===== src/rtl/ewp_pkg.sv =====
package ewp_pkg;
  typedef enum logic [2:0] {
    ST_IDLE       = 3'd0,
    ST_SETUP      = 3'd1,
    ST_PULSE      = 3'd2,
    ST_HOLD       = 3'd3,
    ST_POLL_READ  = 3'd4,
    ST_POLL_CHECK = 3'd5,
    ST_DONE       = 3'd6,
    ST_TIMEOUT    = 3'd7
  } ewp_state_e;
endpackage


===== src/rtl/ewp_sync2.sv =====
module ewp_sync2 (
  input  logic clk,
  input  logic rst_n,
  input  logic async_i,
  output logic sync_o
);
  logic meta_q;
  logic sync_q;

  always_ff @(posedge clk or negedge rst_n) begin
    if (!rst_n) begin
      meta_q <= 1'b1;
      sync_q <= 1'b1;
    end else begin
      meta_q <= async_i;
      sync_q <= meta_q;
    end
  end

  assign sync_o = sync_q;
endmodule


===== src/rtl/ewp_phase_counter.sv =====
module ewp_phase_counter #(
  parameter int CW = 4
) (
  input  logic          clk,
  input  logic          rst_n,
  input  logic          clear,
  input  logic [CW-1:0] len,
  output logic          last
);
  logic [CW-1:0] cnt_q;
  logic [CW-1:0] cnt_d;

  assign last = (cnt_q == len - 1'b1);

  always_comb begin
    if (clear || last) cnt_d = '0;
    else               cnt_d = cnt_q + 1'b1;
  end

  always_ff @(posedge clk or negedge rst_n) begin
    if (!rst_n) cnt_q <= '0;
    else        cnt_q <= cnt_d;
  end

  // the phase count never runs past the programmed length
  a_r2_count_in_range: assert property (@(posedge clk) disable iff (!rst_n)
    (!clear && len != '0) |-> (cnt_q < len));
endmodule


===== src/rtl/ewp_timeout_timer.sv =====
module ewp_timeout_timer #(
  parameter int LIMIT = 50000
) (
  input  logic clk,
  input  logic rst_n,
  input  logic run,
  output logic expired
);
  localparam int TW = $clog2(LIMIT + 1);

  logic [TW-1:0] tcnt_q;
  logic [TW-1:0] tcnt_d;
  logic          tcnt_en;

  assign expired = run && (tcnt_q == TW'(LIMIT - 1));
  assign tcnt_en = run || (tcnt_q != '0);

  always_comb begin
    if (!run)         tcnt_d = '0;
    else if (expired) tcnt_d = tcnt_q;
    else              tcnt_d = tcnt_q + 1'b1;
  end

  always_ff @(posedge clk or negedge rst_n) begin
    if (!rst_n)       tcnt_q <= '0;
    else if (tcnt_en) tcnt_q <= tcnt_d;
  end

  // the timer cannot expire on the first polling clock
  a_r7_no_instant_expiry: assert property (@(posedge clk) disable iff (!rst_n)
    $rose(run) |-> (!expired || LIMIT == 1));
endmodule


===== src/rtl/eeprom_write_poller.sv =====
module eeprom_write_poller
  import ewp_pkg::*;
#(
  parameter int ADDR_W      = 13,
  parameter int SETUP_CYC   = 2,
  parameter int PULSE_CYC   = 4,
  parameter int HOLD_CYC    = 2,
  parameter int READ_CYC    = 3,
  parameter int GAP_CYC     = 4,
  parameter int TIMEOUT_CYC = 50000
) (
  input  logic              clk,
  input  logic              rst_n,
  input  logic              req_valid,
  output logic              req_ready,
  input  logic [ADDR_W-1:0] req_addr,
  input  logic [7:0]        req_data,
  input  logic              req_mode_busy,
  output logic [ADDR_W-1:0] mem_addr,
  output logic [7:0]        mem_dout,
  output logic              mem_dout_oe,
  input  logic              mem_poll_msb,
  output logic              mem_ce_n,
  output logic              mem_oe_n,
  output logic              mem_we_n,
  input  logic              rdy_busy_n,
  output logic              done,
  output logic              timeout
);
  localparam int LEN_SUM = SETUP_CYC + PULSE_CYC + HOLD_CYC + READ_CYC + GAP_CYC;
  localparam int CW      = $clog2(LEN_SUM + 1);

  ewp_state_e        state_q, state_d;
  logic [ADDR_W-1:0] addr_q;
  logic [7:0]        data_q;
  logic              mode_q;
  logic              seen_low_q, seen_low_d;
  logic              accept;
  logic              phase_last;
  logic              phase_clear;
  logic [CW-1:0]     phase_len;
  logic              polling;
  logic              expired;
  logic              rdy_s;

  ewp_sync2 u_rdy_sync (
    .clk     (clk),
    .rst_n   (rst_n),
    .async_i (rdy_busy_n),
    .sync_o  (rdy_s)
  );

  always_comb begin
    unique case (state_q)
      ST_SETUP:      phase_len = CW'(SETUP_CYC);
      ST_PULSE:      phase_len = CW'(PULSE_CYC);
      ST_HOLD:       phase_len = CW'(HOLD_CYC);
      ST_POLL_READ:  phase_len = CW'(READ_CYC);
      ST_POLL_CHECK: phase_len = CW'(GAP_CYC);
      default:       phase_len = CW'(1);
    endcase
  end

  assign phase_clear = (state_d != state_q);

  ewp_phase_counter #(.CW(CW)) u_phase (
    .clk   (clk),
    .rst_n (rst_n),
    .clear (phase_clear),
    .len   (phase_len),
    .last  (phase_last)
  );

  assign polling = (state_q == ST_POLL_CHECK) || (state_q == ST_POLL_READ);

  ewp_timeout_timer #(.LIMIT(TIMEOUT_CYC)) u_timer (
    .clk     (clk),
    .rst_n   (rst_n),
    .run     (polling),
    .expired (expired)
  );

  assign req_ready = (state_q == ST_IDLE);
  assign accept    = req_ready && req_valid;

  // next-state logic
  always_comb begin
    state_d    = state_q;
    seen_low_d = seen_low_q;
    unique case (state_q)
      ST_IDLE: begin
        seen_low_d = 1'b0;
        if (req_valid) state_d = ST_SETUP;
      end
      ST_SETUP: if (phase_last) state_d = ST_PULSE;
      ST_PULSE: if (phase_last) state_d = ST_HOLD;
      ST_HOLD: begin
        if (!rdy_s) seen_low_d = 1'b1;
        if (phase_last) state_d = ST_POLL_CHECK;
      end
      ST_POLL_CHECK: begin
        if (mode_q) begin
          if (!rdy_s)                 seen_low_d = 1'b1;
          if (seen_low_q && rdy_s)    state_d = ST_DONE;
          else if (expired)           state_d = ST_TIMEOUT;
        end else begin
          if (expired)                state_d = ST_TIMEOUT;
          else if (phase_last)        state_d = ST_POLL_READ;
        end
      end
      ST_POLL_READ: begin
        if (phase_last && (mem_poll_msb == data_q[7])) state_d = ST_DONE;
        else if (expired)                              state_d = ST_TIMEOUT;
        else if (phase_last)                           state_d = ST_POLL_CHECK;
      end
      ST_DONE:    state_d = ST_IDLE;
      ST_TIMEOUT: state_d = ST_IDLE;
      default:    state_d = ST_IDLE;
    endcase
  end

  // state registers
  always_ff @(posedge clk or negedge rst_n) begin
    if (!rst_n) begin
      state_q    <= ST_IDLE;
      seen_low_q <= 1'b0;
    end else begin
      state_q    <= state_d;
      seen_low_q <= seen_low_d;
    end
  end

  // request capture, enabled only on acceptance
  always_ff @(posedge clk or negedge rst_n) begin
    if (!rst_n) begin
      addr_q <= '0;
      data_q <= '0;
      mode_q <= 1'b0;
    end else if (accept) begin
      addr_q <= req_addr;
      data_q <= req_data;
      mode_q <= req_mode_busy;
    end
  end

  // pin decode from the registered state
  always_comb begin
    mem_ce_n    = 1'b1;
    mem_oe_n    = 1'b1;
    mem_we_n    = 1'b1;
    mem_dout_oe = 1'b0;
    unique case (state_q)
      ST_SETUP, ST_HOLD: begin
        mem_ce_n    = 1'b0;
        mem_dout_oe = 1'b1;
      end
      ST_PULSE: begin
        mem_ce_n    = 1'b0;
        mem_we_n    = 1'b0;
        mem_dout_oe = 1'b1;
      end
      ST_POLL_READ: begin
        mem_ce_n = 1'b0;
        mem_oe_n = 1'b0;
      end
      default: ;
    endcase
  end

  assign mem_addr = addr_q;
  assign mem_dout = data_q;
  assign done     = (state_q == ST_DONE);
  assign timeout  = (state_q == ST_TIMEOUT);

  // read strobe is never active during the write strobe
  a_r3_oe_off_while_writing: assert property (@(posedge clk) disable iff (!rst_n)
    !mem_we_n |-> mem_oe_n);
  // the host never drives the bus while the memory drives it
  a_r3_no_contention: assert property (@(posedge clk) disable iff (!rst_n)
    !mem_oe_n |-> !mem_dout_oe);
  // address and data stay put while the chip is selected
  a_r2_addr_stable: assert property (@(posedge clk) disable iff (!rst_n)
    (!mem_ce_n && $past(!mem_ce_n)) |-> ($stable(mem_addr) && $stable(mem_dout)));
  // completion pulses last one clock and are mutually exclusive
  a_r8_done_one_cycle: assert property (@(posedge clk) disable iff (!rst_n)
    done |=> (!done && req_ready));
  a_r8_timeout_one_cycle: assert property (@(posedge clk) disable iff (!rst_n)
    timeout |=> (!timeout && req_ready));
  a_r8_exclusive: assert property (@(posedge clk) disable iff (!rst_n)
    !(done && timeout));
  // no read strobe in busy-line mode
  a_r6_no_reads_busy_mode: assert property (@(posedge clk) disable iff (!rst_n)
    (mode_q && !req_ready) |-> mem_oe_n);
  // a request while busy leaves the captured byte untouched
  a_r9_capture_stable: assert property (@(posedge clk) disable iff (!rst_n)
    (!$past(req_ready)) |-> ($stable(data_q) && $stable(addr_q)));
endmodule


===== config.mk =====
export PLATFORM = sky130hd
export DESIGN_NAME = eeprom_write_poller
export DESIGN_NICKNAME = d
export VERILOG_FILES = /design/src/rtl/ewp_pkg.sv /design/src/rtl/ewp_sync2.sv /design/src/rtl/ewp_phase_counter.sv /design/src/rtl/ewp_timeout_timer.sv /design/src/rtl/eeprom_write_poller.sv
export SDC_FILE = /design/constraint.sdc
export NUM_CORES = 1
export LEC_CHECK = 0
export BUFFER_PORTS_ARGS = -buffer_cell sky130_fd_sc_hd__clkbuf_2
export CAP_MARGIN = 20
export CORE_ASPECT_RATIO = 1.25
export CORE_MARGIN = 5
export CORE_UTILIZATION = 48
export CTS_CLUSTER_SIZE = 20
export DETAILED_ROUTE_END_ITERATION = 16
export PLACE_DENSITY_LB_ADDON = 0.15
export SLEW_MARGIN = 20
export SYNTH_ARGS = -nofsm -noshare
export SYNTH_HDL_FRONTEND = slang
export SYNTH_SLANG_ARGS = --single-unit
export TNS_END_PERCENT = 50

===== constraint.sdc =====
create_clock -name clk -period 1.8 [get_ports clk]
set_input_delay 0.27 -clock clk [delete_from_list [all_inputs] [get_ports clk]]
set_output_delay 0.27 -clock clk [all_outputs]
set_load 0.02 [all_outputs]

==> results.yml, run 1 <==
cells_and_area:
  finish.cell_count_without_fillers: 374
  diodes: 0
  area_delta_synth_final_pct: 36.93
  final_design_area_no_fill_um2: 3298
  footprint_of_the_multi_input_gates_um2: 1321
  fill_cells: 386
  layout-drive-gt1-share_pct: 49.68
  final-seq-area_um2: 1209
  fin_nets: 344
  most-common-layout-cells: "clkbuf_2 (54), dfrtp_1 (42), buf_4 (35)"
  layout_commonest_cell: "clkbuf_2"
setup_path:
  worst-setup-path-type: "flip-flop to flip-flop"
  cp_cell_sequence: "buf_6, xor2_2, nor4_4, o31a_1, buf_4, o41ai_1"
  crit_path_max_incr_delay_ns: 0.42
  crit_path_top_delay_cell: "dfrtp_2"
  crit_buf_inv: 2
  crit_fanout: 5
  critical_path_arrival_ns: 2.05
  worst_setup_path_start_kind: "flip-flop"
  setup.worst_path.end_class: "flip-flop"
  startpoint: "u_phase.cnt_q[1]$_DFF_PN0_"
  critical-path-top-delay-family: "compound AO/OA/AOI/OAI gates"
  regToRegStartpoint: "u_phase.cnt_q[1]$_DFF_PN0_"
  worst_path_required_ns: 1.97
route:
  totalWireLength_um: 5984
  drt-initial-drc-count: 165
  dr_total_vias: 2043
  dr.pass1.iters: 4
  post_drt_via_cell_ratio: 5.463
  postRouteAntennaNets: 0
  detail_route.drc_violations: 0
  wl_per_cell_um: 16.00
timing:
  fmaxAchievable_mhz: 533.8
  report.final.setup_viol: 5
  setup_slack_ns: -0.07344
  fin_worst_skew_ns: 0.004717
  post-route-min-period_ns: 1.873
  finalHoldViolations: 0
  finalMaxSlewViolations: 0
  grt_setup_unrepaired: "yes"
  tightestPinTransition_ns: 0.5036
  max_slew_margin_pct: 66.31
  final.period_utilization_pct: 104.1
clock_tree:
  h-tree-depth: 2
  clkLatencyLatePin_ns: 0.30
  clockBufferDepth: 2
  path_clk_slew_ns: 0.08
  cts_buffers: 5
  numClockSinks: 48
  cts-root-buf: "clkbuf_8"
  tritoncts: "yes"
synthesis:
  synth_compound_gate_area_share_pct: 9.766
  synth.cell_area_um2: 2409
  syn_inst: 224
  synth_top_family_by_area: "simple AND/OR/NAND/NOR gates"
  synth_top_flop_cell: "dfrtp_1"
  synth_mux_area_share_pct: 10.29
  synth.distinct_cells: 45
  yosysWarnings: 0
  synth_fa_ha_area_share_pct: 1.558
  sequential_area_share_after_synthesis_pct: 49.97
  synth_simple_gate_area_share_pct: 18.91
  post_synth.cell_area_avg_um2: 10.75
  async_flop_share_pct: 100.0
  synth-seq-cells: 48
  synth-xor-area-share_pct: 6.182
  synth_enable_flop_cells: 0
  synthesis.nets: 254
worst_hold_path:
  timing.hold.worst.start: "rdy_busy_n"
  min_path_type: "input port to flip-flop"
placement:
  place.gp.congestion: 0.8626
  placed_area_um2: 2964
  numPlacedInstances: 360
  placement.io_buffers: 54
  hpwlAfterDp_um: 4134
power_and_ir_drop:
  ir_drop_mv: 0.8521
  leakage_nw: 1.517
  power-per-cell-area_nw_per_um2: 1712
global_route:
  grt-ovfl-total: 0
  first_global_vias: 2084
  grt_antenna_before_repair: 0
  pin_count_of_the_biggest_net_entering_global_routing: 26
  groute.usage.overall_pct: 19.30
  grt_pass1_wl_um: 9708
die:
  core-area_um2: 4800
  dieWidth_um: 73.36
  initial_cell_density_of_the_core_pct: 50.18
  fp-row-count: 28
  die-height_um: 89.20
  ioPinCount: 55
  fp.dieArea_um2: 6544
outcome:
  outcome: "finished, violations left"
  violations: "setup timing"
run:
  cap_viol_max_count: 0
[sequential cells by signal (all words and copies together), names as in the netlist]
name / flops
state_q: 3
u_rdy_sync.sync_o: 1
mode_q: 1
u_rdy_sync.meta_q: 1
mem_dout: 8
mem_addr: 13
u_timer.tcnt_q: 16
seen_low_q: 1
u_phase.cnt_q: 4
[cell usage after synthesis (all sizes together) (3+ instances only)]
cell	count	area (um2)
mux2	22	247.7
a21oi	3	15.01
buf	7	42.54
dfrtp	46	1151
o21ai	6	30.02
nand2	13	48.80
nand4	8	50.05
nand3	13	65.06
xor2	12	105.1
xnor2	5	43.79
nor3	4	20.02
nor2	26	97.59
ha	3	37.54
inv	7	26.28
nor4	3	18.77
and3	6	37.54
o31ai	6	50.05
clkbuf	3	11.26
[path summary, 6_finish.rpt]
path	end	slack [ns]	cells after the start
max	u_phase.cnt_q[2]$_DFF_PN0_	-0.07	6
max reg2reg	u_phase.cnt_q[2]$_DFF_PN0_	-0.07	6
min reg2reg	u_rdy_sync.sync_o$_DFF_PN1_	0.36	0
max in group asynchronous	u_phase.cnt_q[1]$_DFF_PN0_	1.00	3
min in group asynchronous	mem_addr[11]$_DFFE_PN0P_	0.51	3
min	u_rdy_sync.meta_q$_DFF_PN1_	0.05	1
[what timing repair did]
item	4_1_cts	5_1_grt
resized for setup	19	23
hold buffers	1	0
endpoints found under the hold margin	46	0
pin swaps	8	2
setup buffers	3	3
gates cloned	0	0
setup endpoints to repair	6	21
[where the power goes]
| group | internal, W | switching [W] | total (W) |
|---|---|---|---|
| combinational | 0.00152 | 0.00180 | 0.00333 |
| clock | 0.000263 | 0.000347 | 0.000610 |
| sequential | 0.00143 | 0.000278 | 0.00171 |
| total | 0.00322 | 0.00243 | 0.00565 |
[area by class of cell]
type	count	share of cell area [%]
flip-flops and latches	48	36.65
inverters	7	0.7967
repair buffers	93	17.75
well taps	60	2.276
clock buffers	5	2.086
clock inverters	2	0.3794
multi-input cells	159	40.06
[per-stage QoR]
step / setup WS (ns) / util [%] / TNS, ns / power [W] / hold WS [ns]
CTS: -0.003995 / 66.08 / -0.003995 / 0.005411 / 0.03551
global route: -0.1437 / 68.72 / -0.6479 / 0.006009 / 0.03244
floorplan: 0.01139 / - / 0 / 0.003501 / -0.02559
finish: -0.07344 / 68.72 / -0.3003 / 0.005646 / 0.04634
global placement: -0.1190 / 61.76 / -0.3798 / 0.004471 / 0.2791
detailed placement: -0.1263 / 61.76 / -0.3875 / 0.004515 / 0.2812
[cells by family (layout without fill, tap and decap cells)]
| group | after synthesis | count (layout) |
|---|---|---|
| mux | 22 | 22 |
| flops | 48 | 48 |
| simple gates | 87 | 87 |
| fa+ha+maj | 3 | 3 |
| compound gates | 30 | 30 |
| xor+xnor | 17 | 17 |
| buf+inv | 17 | 107 |
[layer usage]
| layer | global-route usage (%) | vias up | routed length, um | share of wire (%) |
|---|---|---|---|---|
| li1 | - | 980 | - | - |
| met1 | 21.05 | 1002 | 2299 | 38 |
| met2 | 35.56 | 46 | 3290 | 55 |
| met3 | 3.825 | 15 | 222 | 3.7 |
| met4 | 9.061 | 0 | 171 | 2.9 |
| met5 | 0 | - | 0 | 0 |
No activity file was read; power rests on OpenSTA's default activity.
==> run 2, diff against run 1 <==
--- a/config.mk
+++ b/config.mk
@@ -9,7 +9,7 @@
 export CAP_MARGIN = 20
 export CORE_ASPECT_RATIO = 1.25
 export CORE_MARGIN = 5
-export CORE_UTILIZATION = 48
+export CORE_UTILIZATION = 53
 export CTS_CLUSTER_SIZE = 20
 export DETAILED_ROUTE_END_ITERATION = 16
 export PLACE_DENSITY_LB_ADDON = 0.15
==> constraint.sdc (replaced) <==
create_clock -name clk -period 1.9 [get_ports clk]
set_input_delay 0.285 -clock clk [delete_from_list [all_inputs] [get_ports clk]]
set_output_delay 0.285 -clock clk [all_outputs]
set_load 0.02 [all_outputs]
==> results.yml, run 2 (synthesis results as in run 1) <==
outcome:
  outcome: "complete, no violations"
global_route:
  pin_count_of_the_biggest_net_entering_global_routing: 27
  grt-ovfl-total: 0
  grt_antenna_before_repair: 0
  grt_pass1_wl_um: 9239
  first_global_vias: 2043
  groute.usage.overall_pct: 19.23
cells_and_area:
  fill_cells: 345
  final-seq-area_um2: 1209
  largest_register_ff_count: 16
  layout_commonest_cell: "clkbuf_2"
  diodes: 0
  footprint_of_the_multi_input_gates_um2: 1175
  fin_nets: 331
  most-common-layout-cells: "clkbuf_2 (54), dfrtp_1 (42), nor2_1 (25)"
  finish.cell_count_without_fillers: 360
  top_register: "u_timer.tcnt_q"
  area_delta_synth_final_pct: 27.58
  layout-drive-gt1-share_pct: 43.71
  final_design_area_no_fill_um2: 3073
setup_path:
  worst_path_required_ns: 2.13
  r2r_slack_ns: 0.07
  startpoint: "state_q[2]$_DFF_PN0_"
  critical_path_arrival_ns: 2.06
  worst-setup-path-type: "flip-flop to flip-flop"
  worst_setup_path_start_kind: "flip-flop"
  regToRegStartpoint: "state_q[2]$_DFF_PN0_"
  crit_fanout: 8
  setup.worst_path.end_class: "flip-flop"
route:
  wl_per_cell_um: 15.21
  detail_route.drc_violations: 0
  post_drt_via_cell_ratio: 5.617
  totalWireLength_um: 5477
  dr.pass1.iters: 4
  dr_total_vias: 2022
  drt-initial-drc-count: 146
  postRouteAntennaNets: 0
power_and_ir_drop:
  leakage_nw: 1.429
  power_frac_seq_pct: 32.1
  power-per-cell-area_nw_per_um2: 1622
  internal_power_w: 0.002883
  p_sw_w: 0.002103
  fin_total_pwr_w: 0.004985
  netSwitchingFraction_pct: 42.17
  ir_drop_mv: 0.8816
  share_of_total_power_in_combinational_logic_pct: 55.0
  p_clk_share_pct: 12.9
worst_hold_path:
  timing.hold.worst.start: "rdy_busy_n"
  min_path_type: "input port to flip-flop"
timing:
  grt_setup_unrepaired: "yes"
  max_slew_margin_pct: 59.94
  setup_slack_ns: 0.07202
  fin_worst_skew_ns: 0.01096
  report.final.setup_viol: 0
  fmaxAchievable_mhz: 547.1
  finalMaxSlewViolations: 0
  post-route-min-period_ns: 1.828
  finalHoldViolations: 0
  tightestPinTransition_ns: 0.6008
  final.period_utilization_pct: 96.21
  fin_hold_ws_ns: 0.05440
die:
  fp.dieArea_um2: 6001
  fp-row-count: 27
  dieWidth_um: 70.30
  die-height_um: 85.37
  core-area_um2: 4392
  ioPinCount: 55
  initial_cell_density_of_the_core_pct: 54.84
placement:
  place.gp.congestion: 0.9127
  placement.io_buffers: 54
  hpwlAfterDp_um: 4150
  preCtsSetupSlack_ns: 0.02008
  numPlacedInstances: 349
  placed_area_um2: 2907
clock_tree:
  cts_buffers: 5
  cts-root-buf: "clkbuf_8"
  path_clk_slew_ns: 0.09
  clkLatencyLatePin_ns: 0.30
  clockBufferDepth: 2
  numClockSinks: 48
  tritoncts: "yes"
  h-tree-depth: 2
run:
  cap_viol_max_count: 0
[run 2: cell types whose count changed in the layout (fill, tap and decap cells not counted), sizes merged]
cell	change
clkbuf	+1
clkinvlp	+1
buf	-13
clkinv	-1
[run 2: repair_timing]
item / in CTS / in global routing
buffers inserted: 0 / 2
gates resized for setup: 0 / 14
hold buffers: 1 / 0
hold endpoints to repair: 22 / 0
setup endpoints to repair: 0 / 7
[run 2: per-stage QoR]
stage	util (%)	setup TNS [ns]
after detailed placement	66.18	0
after global placement	66.18	0
after CTS	68.63	0
after floorplan	-	0
final	69.97	0
after global routing	69.97	-0.05874
[run 2: path summary, 6_finish.rpt]
kind	to	cells past startpoint
max in group asynchronous	u_rdy_sync.sync_o$_DFF_PN1_	3
min reg2reg	u_rdy_sync.sync_o$_DFF_PN1_	0
max reg2reg	u_phase.cnt_q[3]$_DFF_PN0_	6
min	u_rdy_sync.meta_q$_DFF_PN1_	1
max	u_phase.cnt_q[3]$_DFF_PN0_	6
min in group asynchronous	mem_addr[2]$_DFFE_PN0P_	2
[run 2: critical path, cell delays in order, from the launching register on]
cell,delay (ns)
dfrtp_2,0.46
xor2_1,0.21
nor4_2,0.07
o31a_1,0.34
o32ai_2,0.35
a31oi_2,0.10
a211oi_2,0.22
[run 2: metal layers]
layer | GRT usage, % | routed length [um] | up-vias
met2 | 34.07 | 2925 | 46
met3 | 4.028 | 195 | 22
met5 | 0 | 0 | -
met1 | 21.56 | 2168 | 1003
li1 | - | - | 951
met4 | 9.756 | 187 | 0
[run 2: area by class of cell]
cell class / count / area share, %
flip-flops and latches: 48 / 39.33
multi-input cells: 159 / 38.23
repair buffers: 80 / 16.04
clock buffers: 6 / 2.687
well taps: 58 / 2.362
inverters: 7 / 0.8550
clock inverters: 2 / 0.4886
[run 2: power by group through the flow]
| stage | clock network, W | logic, W | registers (W) |
|---|---|---|---|
| 2_1_floorplan | 0 | 0.00147 | 0.00183 |
| 3_3_place_gp | 0 | 0.00265 | 0.00158 |
| 3_5_place_dp | 0 | 0.00269 | 0.00161 |
| 4_1_cts | 0.000662 | 0.00270 | 0.00159 |
| 5_1_grt | 0.000710 | 0.00296 | 0.00165 |
| 6_report | 0.000644 | 0.00274 | 0.00160 |
